**src/rtl/mdio_pkg.sv**
```systemverilog
package mdio_pkg;
  typedef logic [6:0] slot_t;

  // Frame slot map: one slot = one management clock cycle (low half, high half)
  localparam slot_t S_START    = 7'd32;  // preamble occupies slots 0..31
  localparam slot_t S_OP       = 7'd34;
  localparam slot_t S_PHY      = 7'd36;
  localparam slot_t S_REG      = 7'd41;
  localparam slot_t S_TA       = 7'd46;
  localparam slot_t S_RD_FIRST = 7'd47;  // first read data sample slot
  localparam slot_t S_RD_LAST  = 7'd62;
  localparam slot_t S_WR_DATA  = 7'd48;
  localparam slot_t S_END      = 7'd64;  // trailing cycle of a normal frame
  localparam slot_t S_ERR_END  = 7'd78;  // turnaround + 32 flush cycles

  typedef enum logic {OP_WRITE = 1'b0, OP_READ = 1'b1} mdio_op_e;

  typedef struct packed {
    mdio_op_e    op;
    logic [4:0]  phy;
    logic [4:0]  regad;
    logic [15:0] wdata;
  } mdio_req_t;
endpackage

```
**src/rtl/mdio_clkdiv.sv**
```systemverilog
module mdio_clkdiv #(
  parameter int HALF_CYC = 4
) (
  input  logic clk,
  input  logic rst,
  input  logic go,
  input  logic en,
  input  logic fin,
  output logic mdc,
  output logic half_end
);
  localparam int CNT_W = (HALF_CYC > 1) ? $clog2(HALF_CYC) : 1;

  logic [CNT_W-1:0] cnt;

  assign half_end = en && (cnt == CNT_W'(HALF_CYC - 1));

  always_ff @(posedge clk) begin
    if (rst) begin
      cnt <= '0;
      mdc <= 1'b1;
    end else if (go) begin
      cnt <= '0;
      mdc <= 1'b0;
    end else if (en) begin
      if (half_end) begin
        cnt <= '0;
        if (!(fin && mdc)) mdc <= ~mdc;
      end else begin
        cnt <= cnt + 1'b1;
      end
    end else begin
      cnt <= '0;
      mdc <= 1'b1;
    end
  end
endmodule

```
**src/rtl/mdio_sync.sv**
```systemverilog
module mdio_sync #(
  parameter int STAGES = 2
) (
  input  logic clk,
  input  logic rst,
  input  logic d,
  output logic q
);
  logic [STAGES-1:0] chain;

  generate
    for (genvar i = 0; i < STAGES; i++) begin : g_stage
      if (i == 0) begin : g_first
        always_ff @(posedge clk) begin
          if (rst) chain[0] <= 1'b1;
          else     chain[0] <= d;
        end
      end else begin : g_next
        always_ff @(posedge clk) begin
          if (rst) chain[i] <= 1'b1;
          else     chain[i] <= chain[i-1];
        end
      end
    end
  endgenerate

  assign q = chain[STAGES-1];
endmodule

```
**src/rtl/mdio_seq.sv**
```systemverilog
module mdio_seq
  import mdio_pkg::*;
(
  input  logic        clk,
  input  logic        rst,
  input  logic        req,
  input  mdio_req_t   req_in,
  input  logic        half_end,
  input  logic        mdc,
  input  logic        rx_bit,
  output logic        go,
  output logic        fin,
  output logic        busy,
  output logic        done,
  output logic [15:0] rdata,
  output logic        no_resp,
  output logic        mdio_out,
  output logic        mdio_oe
);
  mdio_req_t   cur;
  slot_t       slot;
  logic        err;
  logic [15:0] rx;
  logic        is_rd;
  logic        last;
  logic        bit_end;
  logic        tx_oe, tx_bit;

  assign is_rd   = (cur.op == OP_READ);
  assign go      = req && !busy;
  assign last    = (slot == (err ? S_ERR_END : S_END));
  assign fin     = busy && last;
  assign bit_end = busy && half_end && mdc;

  // Line content for the current slot
  always_comb begin
    tx_oe  = 1'b0;
    tx_bit = 1'b0;
    if (slot < S_START) begin
      tx_oe = 1'b1; tx_bit = 1'b1;
    end else if (slot == S_START) begin
      tx_oe = 1'b1; tx_bit = 1'b0;
    end else if (slot == S_START + 7'd1) begin
      tx_oe = 1'b1; tx_bit = 1'b1;
    end else if (slot == S_OP) begin
      tx_oe = 1'b1; tx_bit = is_rd;
    end else if (slot == S_OP + 7'd1) begin
      tx_oe = 1'b1; tx_bit = !is_rd;
    end else if (slot < S_REG) begin
      tx_oe = 1'b1; tx_bit = cur.phy[3'd4 - 3'(slot - S_PHY)];
    end else if (slot < S_TA) begin
      tx_oe = 1'b1; tx_bit = cur.regad[3'd4 - 3'(slot - S_REG)];
    end else if (!is_rd) begin
      if (slot == S_TA) begin
        tx_oe = 1'b1; tx_bit = 1'b1;
      end else if (slot == S_TA + 7'd1) begin
        tx_oe = 1'b1; tx_bit = 1'b0;
      end else if (slot < S_END) begin
        tx_oe = 1'b1; tx_bit = cur.wdata[4'd15 - 4'(slot - S_WR_DATA)];
      end
    end
  end

  always_ff @(posedge clk) begin
    if (rst || !busy) begin
      mdio_oe  <= 1'b0;
      mdio_out <= 1'b0;
    end else begin
      mdio_oe  <= tx_oe;
      mdio_out <= tx_oe & tx_bit;
    end
  end

  always_ff @(posedge clk) begin
    if (rst) begin
      busy    <= 1'b0;
      done    <= 1'b0;
      slot    <= '0;
      cur     <= '0;
      err     <= 1'b0;
      rx      <= '0;
      rdata   <= '0;
      no_resp <= 1'b0;
    end else begin
      done <= 1'b0;
      if (go) begin
        busy <= 1'b1;
        slot <= '0;
        cur  <= req_in;
        err  <= 1'b0;
        rx   <= '0;
      end else if (bit_end) begin
        if (is_rd && slot == S_TA && rx_bit) err <= 1'b1;
        if (is_rd && !err && slot >= S_RD_FIRST && slot <= S_RD_LAST)
          rx <= {rx[14:0], rx_bit};
        if (last) begin
          busy    <= 1'b0;
          done    <= 1'b1;
          no_resp <= is_rd && err;
          if (is_rd) rdata <= err ? 16'hFFFF : rx;
        end else begin
          slot <= slot + 7'd1;
        end
      end
    end
  end

  AST_DONE_SINGLE: assert property (@(posedge clk) disable iff (rst)
    done |=> !done);
  AST_RD_RELEASED: assert property (@(posedge clk) disable iff (rst)
    (busy && is_rd && slot > S_TA) |-> !mdio_oe);
  AST_BUSY_HOLDS_REQ: assert property (@(posedge clk) disable iff (rst)
    (busy && req) |=> $stable(cur));
endmodule

```
**src/rtl/mdio_master.sv**
```systemverilog
module mdio_master
  import mdio_pkg::*;
#(
  parameter int HALF_CYC    = 4,
  parameter int SYNC_STAGES = 2
) (
  input  logic        clk,
  input  logic        rst,
  input  logic        req,
  input  logic        req_rd,
  input  logic [4:0]  req_phy,
  input  logic [4:0]  req_reg,
  input  logic [15:0] req_wdata,
  output logic        busy,
  output logic        done,
  output logic [15:0] rdata,
  output logic        no_resp,
  output logic        mdc,
  output logic        mdio_out,
  output logic        mdio_oe,
  input  logic        mdio_in
);
  mdio_req_t req_pkt;
  logic go, fin, half_end, rx_bit;

  assign req_pkt = '{op: mdio_op_e'(req_rd), phy: req_phy, regad: req_reg, wdata: req_wdata};

  mdio_clkdiv #(.HALF_CYC(HALF_CYC)) u_div (
    .clk(clk), .rst(rst), .go(go), .en(busy), .fin(fin),
    .mdc(mdc), .half_end(half_end)
  );

  mdio_sync #(.STAGES(SYNC_STAGES)) u_sync (
    .clk(clk), .rst(rst), .d(mdio_in), .q(rx_bit)
  );

  mdio_seq u_seq (
    .clk(clk), .rst(rst), .req(req), .req_in(req_pkt),
    .half_end(half_end), .mdc(mdc), .rx_bit(rx_bit),
    .go(go), .fin(fin), .busy(busy), .done(done), .rdata(rdata),
    .no_resp(no_resp), .mdio_out(mdio_out), .mdio_oe(mdio_oe)
  );

  AST_MDC_IDLE_HIGH: assert property (@(posedge clk) disable iff (rst)
    !busy |-> mdc);
  AST_OE_IDLE_LOW: assert property (@(posedge clk) disable iff (rst)
    !busy |-> !mdio_oe);
  AST_STABLE_AT_RISE: assert property (@(posedge clk) disable iff (rst)
    $rose(mdc) |-> ($stable(mdio_out) && $stable(mdio_oe)));
  AST_NORESP_ONES: assert property (@(posedge clk) disable iff (rst)
    (done && no_resp) |-> (rdata == 16'hFFFF));
endmodule

```
**config.mk**
```make
export PLATFORM = sky130hd
export DESIGN_NAME = mdio_master
export DESIGN_NICKNAME = d
export VERILOG_FILES = /design/src/rtl/mdio_pkg.sv /design/src/rtl/mdio_clkdiv.sv /design/src/rtl/mdio_sync.sv /design/src/rtl/mdio_seq.sv /design/src/rtl/mdio_master.sv
export SDC_FILE = /design/constraint.sdc
export NUM_CORES = 1
export LEC_CHECK = 0
export BUFFER_PORTS_ARGS = -buffer_cell sky130_fd_sc_hd__buf_4
export CORE_ASPECT_RATIO = 0.7
export CORE_MARGIN = 4
export CORE_UTILIZATION = 56
export DETAILED_ROUTE_END_ITERATION = 6
export GPL_ROUTABILITY_DRIVEN = 1
export PLACE_DENSITY = 0.76
export SYNTH_ARGS = -nofsm -noshare
export SYNTH_HDL_FRONTEND = slang
export SYNTH_HIERARCHICAL = 1
export SYNTH_SLANG_ARGS = --single-unit
export TNS_END_PERCENT = 10
```
**constraint.sdc**
```tcl
create_clock -name clk -period 3 [get_ports clk]
set_clock_uncertainty 0.05 [all_clocks]
set_input_delay 0.6 -clock clk [delete_from_list [all_inputs] [get_ports clk]]
set_output_delay 0.6 -clock clk [all_outputs]
set_load 0.1 [all_outputs]
```
Word-level counts from Yosys, hierarchy flattened
Cells that the tools add are included.
{ "classes": {"addsub": 8, "magnitude_cmp": 9, "n_eq_ne": 10, "muxes": 38, "bitwise": 6, "reduce_logical": 28} }
{ "op_table": {"columns": ["cell", "count"], "rows": [
  ["$eq A7 B6 Y1 const B", 6],
  ["$mux W1", 33],
  ["$lt A7 B6 Y1 const B", 3],
  ["$mux W16", 1],
  ["$logic_and A1 B1 Y1", 12],
  ["$reduce_and A2 Y1", 5],
  ["$lt A3 B4 Y1 const B", 2],
  ["$add A7 B1 Y7 const B", 1],
  ["$eq A7 B7 Y1", 1],
  ["$ge A7 B6 Y1 const B", 1],
  ["$le A7 B6 Y1 const B", 1],
  ["$lt A7 B7 Y1 const B", 1],
  ["$bmux W1 S3", 2],
  ["$sub A3 B3 Y3 const A", 2],
  ["$lt A4 B5 Y1 const B", 1],
  ["$not A1 Y1", 5],
  ["$bmux W1 S4", 1],
  ["$mux W4", 1],
  ["$reduce_and A4 Y1", 1],
  ["$reduce_bool A2 Y1", 2],
  ["$reduce_or A4 Y1", 1],
  ["$sub A4 B1 Y4 const B", 1],
  ["$sub A4 B4 Y4 const A", 1],
  ["$logic_not A1 Y1", 3],
  ["other kinds (11)", 11]
]} }
{ "word_totals": {"reg_bits": 77, "out_inout_bits": 22, "wordCells": 116} }

Depth between registers and ports, before layout
{ "logic_depth": {"depth_word": 16, "mapped_depth": 8, "depth_no_buf": 7} }

Modules after synthesis
Netlist, hierarchy kept.
{ "modules_own_cells": {"columns": ["module", "n_inst", "cells_each", "area_each_um2", "seq_area_each_um2"], "rows": [
  ["mdio_seq", 1, 369, 3198.1, 1441.4],
  ["mdio_clkdiv", 1, 12, 135.1, 60.1],
  ["mdio_sync", 1, 4, 52.6, 40.0]
]} }

Worst setup path after synthesis
No wires, ideal clock.
{ "synth_timing": {"kind": "flip-flop to flip-flop", "start": "register u_seq.busy", "end": "register u_seq.rx[10]", "t_arrival_ns": 2.902, "t_required_ns": 2.820, "path_slack_ns": -0.082, "stages_incl_launch_ff": 8, "path_buffers": 1, "period_less_slack_ns": 3.082, "cell_sequence": "dfxtp_1 -> and2_1 -> nand3_2 -> or4_4 -> a311oi_4 -> buf_8 -> mux2i_1 -> nor2_2"} }
{ "synth_via": {"elab_chain_len": 4} }
{ "synth_lines": {"columns": ["item", "line", "text"], "rows": [
  ["start: declaration", "mdio_seq.sv:13", "output logic busy,"],
  ["start signal: assignment", "mdio_seq.sv:76", "busy <= 1'b0;"],
  ["start signal: assignment", "mdio_seq.sv:87", "busy <= 1'b1;"],
  ["start signal: assignment", "mdio_seq.sv:97", "busy <= 1'b0;"],
  ["$logic_and A1 B1 Y1", "mdio_clkdiv.sv:16", "assign half_end = en && (cnt == CNT_W'(HALF_CYC - 1));"],
  ["net half_end", "mdio_master.sv:24", "logic go, fin, half_end, rx_bit;"],
  ["$logic_and A1 B1 Y1 (2 in a row)", "mdio_seq.sv:33", "assign bit_end = busy && half_end && mdc;"],
  ["$reduce_and A2 Y1 (no line)", null, null],
  ["end signal: assignment", "mdio_seq.sv:95", "rx <= {rx[14:0], rx_bit};"],
  ["end: declaration", "mdio_seq.sv:23", "logic [15:0] rx;"]
]} }
The timed path passes the listed nets, and every way through them passes these cells.
A chain may end at the register's enable or synchronous reset.

Final worst setup path
{ "layout_timing": {"start": "register u_div.cnt[0]", "end": "register u_seq.rx[14]"} }
{ "layout_via": {"elab_chain_len": 5} }
{ "layout_lines": {"columns": ["item", "line", "text"], "rows": [
  ["start: declaration", "mdio_clkdiv.sv:14", "logic [CNT_W-1:0] cnt;"],
  ["start signal: assignment", "mdio_clkdiv.sv:30", "cnt <= cnt + 1'b1;"],
  ["$eq A2 B2 Y1", "mdio_clkdiv.sv:16", null],
  ["$logic_and A1 B1 Y1", "mdio_clkdiv.sv:16", null],
  ["net half_end", "mdio_master.sv:24", null],
  ["$logic_and A1 B1 Y1 (2 in a row)", "mdio_seq.sv:33", null],
  ["$reduce_and A2 Y1 (no line)", null, null]
]} }
The timed path passes the listed nets, and every way through them passes these cells.

==> summary.md <==
| Metric | Value |
|---|---|
| Cell count after synthesis | 385 |
| Worst-path clk slew | 90 ps |
| Total die area | 0.00737 mm^2 |
| Final worst path period share | 83.5% |
| Placer Congestion | about 0.91 |
| Layout Cells excl Fill | 507 |
| IO Count | 53 |
| Largest net degree at the start of global routing | 53 |
| Register bit total from synthesis | 77 |
| Syn Std Cell Area | about 0.0034 mm^2 |
| CTS Buffer Depth | 2 |
| GR met1 Demand/Resource | 31.4% |
| Die X-Extent | slightly above 100 um |
| Post-placement setup slack | 539 ps |
| Synth area leaders | dfxtp_1 (46%), nand2_1 (6.9%), nor2_1 (6.1%) |
| H-tree depth | 3 |
| Final antenna diode count | 0 |
| Async set-reset flop share out of synthesis | 0% |
| GRT Residual Overflow | 0 |
| Max_cap viols | 0 |
| Vias in the first global route | between 2,000 and 3,000 |
| Total Power | 2.01 mW |
| RSZ-0062 raised after global routing | false |
| Setup bufs post-CTS | 0 |
| Pre-antenna DRT Iters | 4 |
| CTS sink cnt | 77 |
| R2R setup slack | between 400 and 500 ps |
| Sw frac | approximately a quarter |
| Final Hold Vio Count | 0 |
| Share of power burned in combinational logic | 7.0% |
| DRT iter0 DRCs | around 150 |
| Setup TNS | 0 ps |
| Layout cell share with drive strength beyond 1 | 23.1% |
| Final worst slack | 496 ps |
| DPL Wire Length | 5210 um |
| Total track usage | ~22% |
| Crit path kind | flip-flop to flip-flop |
| Final Net Count | 466 |
| Worst setup SP type | flip-flop |
| Starting Density | 58.5% |
| Reg power frac | 52.8% |
| Status | completed |
| Met3 global-route usage | around 6.1% |
| Max-Slew Margin vs Limit | 60.8% |
| Die span in y | 73.1 um |
| Core Area | between 0.005 and 0.006 mm^2 |
| Antenna violations before repair | 0 |
| WHS | roughly 360 ps |
| Fillers | 473 |
| Port bufs | 52 |
| Slew Limit Fails | 0 |
| Antenna Nets Post-Route | 0 |
| Mean Syn Cell Area | approximately 9 um^2 |
| Hold WC Path Type | flip-flop to flip-flop |
| Worst EP arrival | 2690 ps |
| Tmin final | 2500 ps |
| Routed wire length | 7320 um |
| Placed cells | 491 |
| Most common cell after layout, fill and taps aside | dfxtp_1 |
| Post-synth top area cell | dfxtp_1 |
| PD cells | 504 mW/mm^2 |
| Final instance area | 0.00400 mm^2 |
| Root Buffer | clkbuf_8 |
| Psw | 0.497 mW |
| CTS tree | done |
| Post-Syn Nets | 424 |
| CTS Buf Count | 9 |
| Clock network fraction of design power | 40.2% |
| DR vias | 2,748 |
| First-pass GRT wire length | between 10,000 and 15,000 um |
| Internal | 1.52 mW |
| Req. time, crit path | 3180 ps |
| WL per Instance | 14.4 um |
| P_leak | 1.46 nW |
| Busiest grt layer | met2 |
| # rows | 23 |
| Worst-margin pin slew | just under 600 ps |
| Area growth syn-to-layout | 18.1% |
| Area of the multi-input gates | approximately 0.0017 mm^2 |
| Crit end category | flip-flop |
| Placed standard-cell area | 0.00379 mm^2 |
| Final setup vio count | 0 |
| Register area share after synthesis | a little under half |
| Yosys warnings | 6 |
| Post-synth top area share | approximately 46% |
| Drt drc | 0 |
| Crit Path Max Fanout | 16 |
| Ys flop type | dfxtp_1 |
| Post-synth EDFFs | 0 |
| Final core utilization | 69.1% |
| Hold Buf Count CTS | 0 |
| Met2 usage in global routing | ~33% |
| Post-synthesis cell type count | between 50 and 60 |
| Max VDD drop | 0.274 mV |
| Register cell area after layout | ~0.0015 mm^2 |
| F_max | 399 MHz |
| Most frequent cells in the layout | dfxtp_1 (76), nand2_1 (62), buf_4 (59) |
| Vias/cell | ~5.4 |
| Clk Latency, worst-skew pair | approximately 350 ps |
| Post-CTS resize count | 0 |
-- layout make-up --
cell class	count	area share [%]
clock buffers	10	3.44
flip-flops and latches	77	38.6
inverters	7	0.657
clock inverters	6	1.72
multi-input cells	273	42.2
well taps	75	2.35
repair buffers	59	11.1
-- flip-flops by register name (all words and copies together), names as in the netlist, 2 cells and up --
| name | flops |
|---|---|
| u_div/cnt | 2 |
| u_seq/cur | 26 |
| u_seq/rdata | 16 |
| u_seq/rx | 16 |
| u_seq/slot | 7 |
-- critical path: stages, from the launching register on --
cell	delay [ps]
dfxtp_1	340
ha_1	240
and2_1	180
nand3_2	170
or4_4	540
a311oi_4	200
buf_4	320
mux2i_1	280
nor2_2	50
-- power groups by stage --
stage / clock [mW] / combinational (mW) / sequential [mW]
6_report: 0.808 / 0.141 / 1.06
5_1_grt: 0.868 / 0.156 / 1.07
4_1_cts: 0.819 / 0.142 / 1.06
3_5_place_dp: 0 / 0.142 / 1.09
3_3_place_gp: 0 / 0.139 / 1.09
2_1_floorplan: 0 / 0.0684 / 1.10
-- synth_stat cells, drive strengths merged, types with 3 or more instances --
library cell,n
nor4b,3
dfxtp,77
nand3,7
xor2,3
nor3,3
a21oi,35
mux2i,17
nor2,65
xnor2,4
a211oi,16
inv,7
and2,3
ha,8
nand2b,5
or4,3
nand2,62
nor4,6
o21ai,4
mux4,5
clkbuf,15
buf,13
-- kinds of logic after synthesis --
logic type / after synthesis / share of synthesized area, %
and+or+nand+nor: 168 / 23.2
DFF: 77 / 45.5
AOI/OAI and AO/OA: 66 / 12.8
buffers and inverters: 35 / 4.69
muxes: 24 / 9.02
adders and majority gates: 8 / 2.96
xor gates and xnor gates: 7 / 1.81
-- routing by layer --
metal | part of all wire (%) | wire length, um
met4 | 1.2 | 85
met3 | 6.5 | 478
met1 | 48 | 3500
met5 | 0 | 0
met2 | 44 | 3260
-- path summary, 6_finish.rpt --
| path | depth (start not counted) | startpoint | end |
|---|---|---|---|
| max | 8 | u_div/cnt[0]$_SDFF_PP0_ | u_seq/rx[14]$_SDFFE_PP0P_ |
| min | 1 | u_sync/chain[0]$_SDFF_PP1_ | u_sync/q$_SDFF_PP1_ |
| max reg2reg | 8 | u_div/cnt[0]$_SDFF_PP0_ | u_seq/rx[14]$_SDFFE_PP0P_ |
| min reg2reg | 1 | u_sync/chain[0]$_SDFF_PP1_ | u_sync/q$_SDFF_PP1_ |
(Power assumes the default switching activity.)
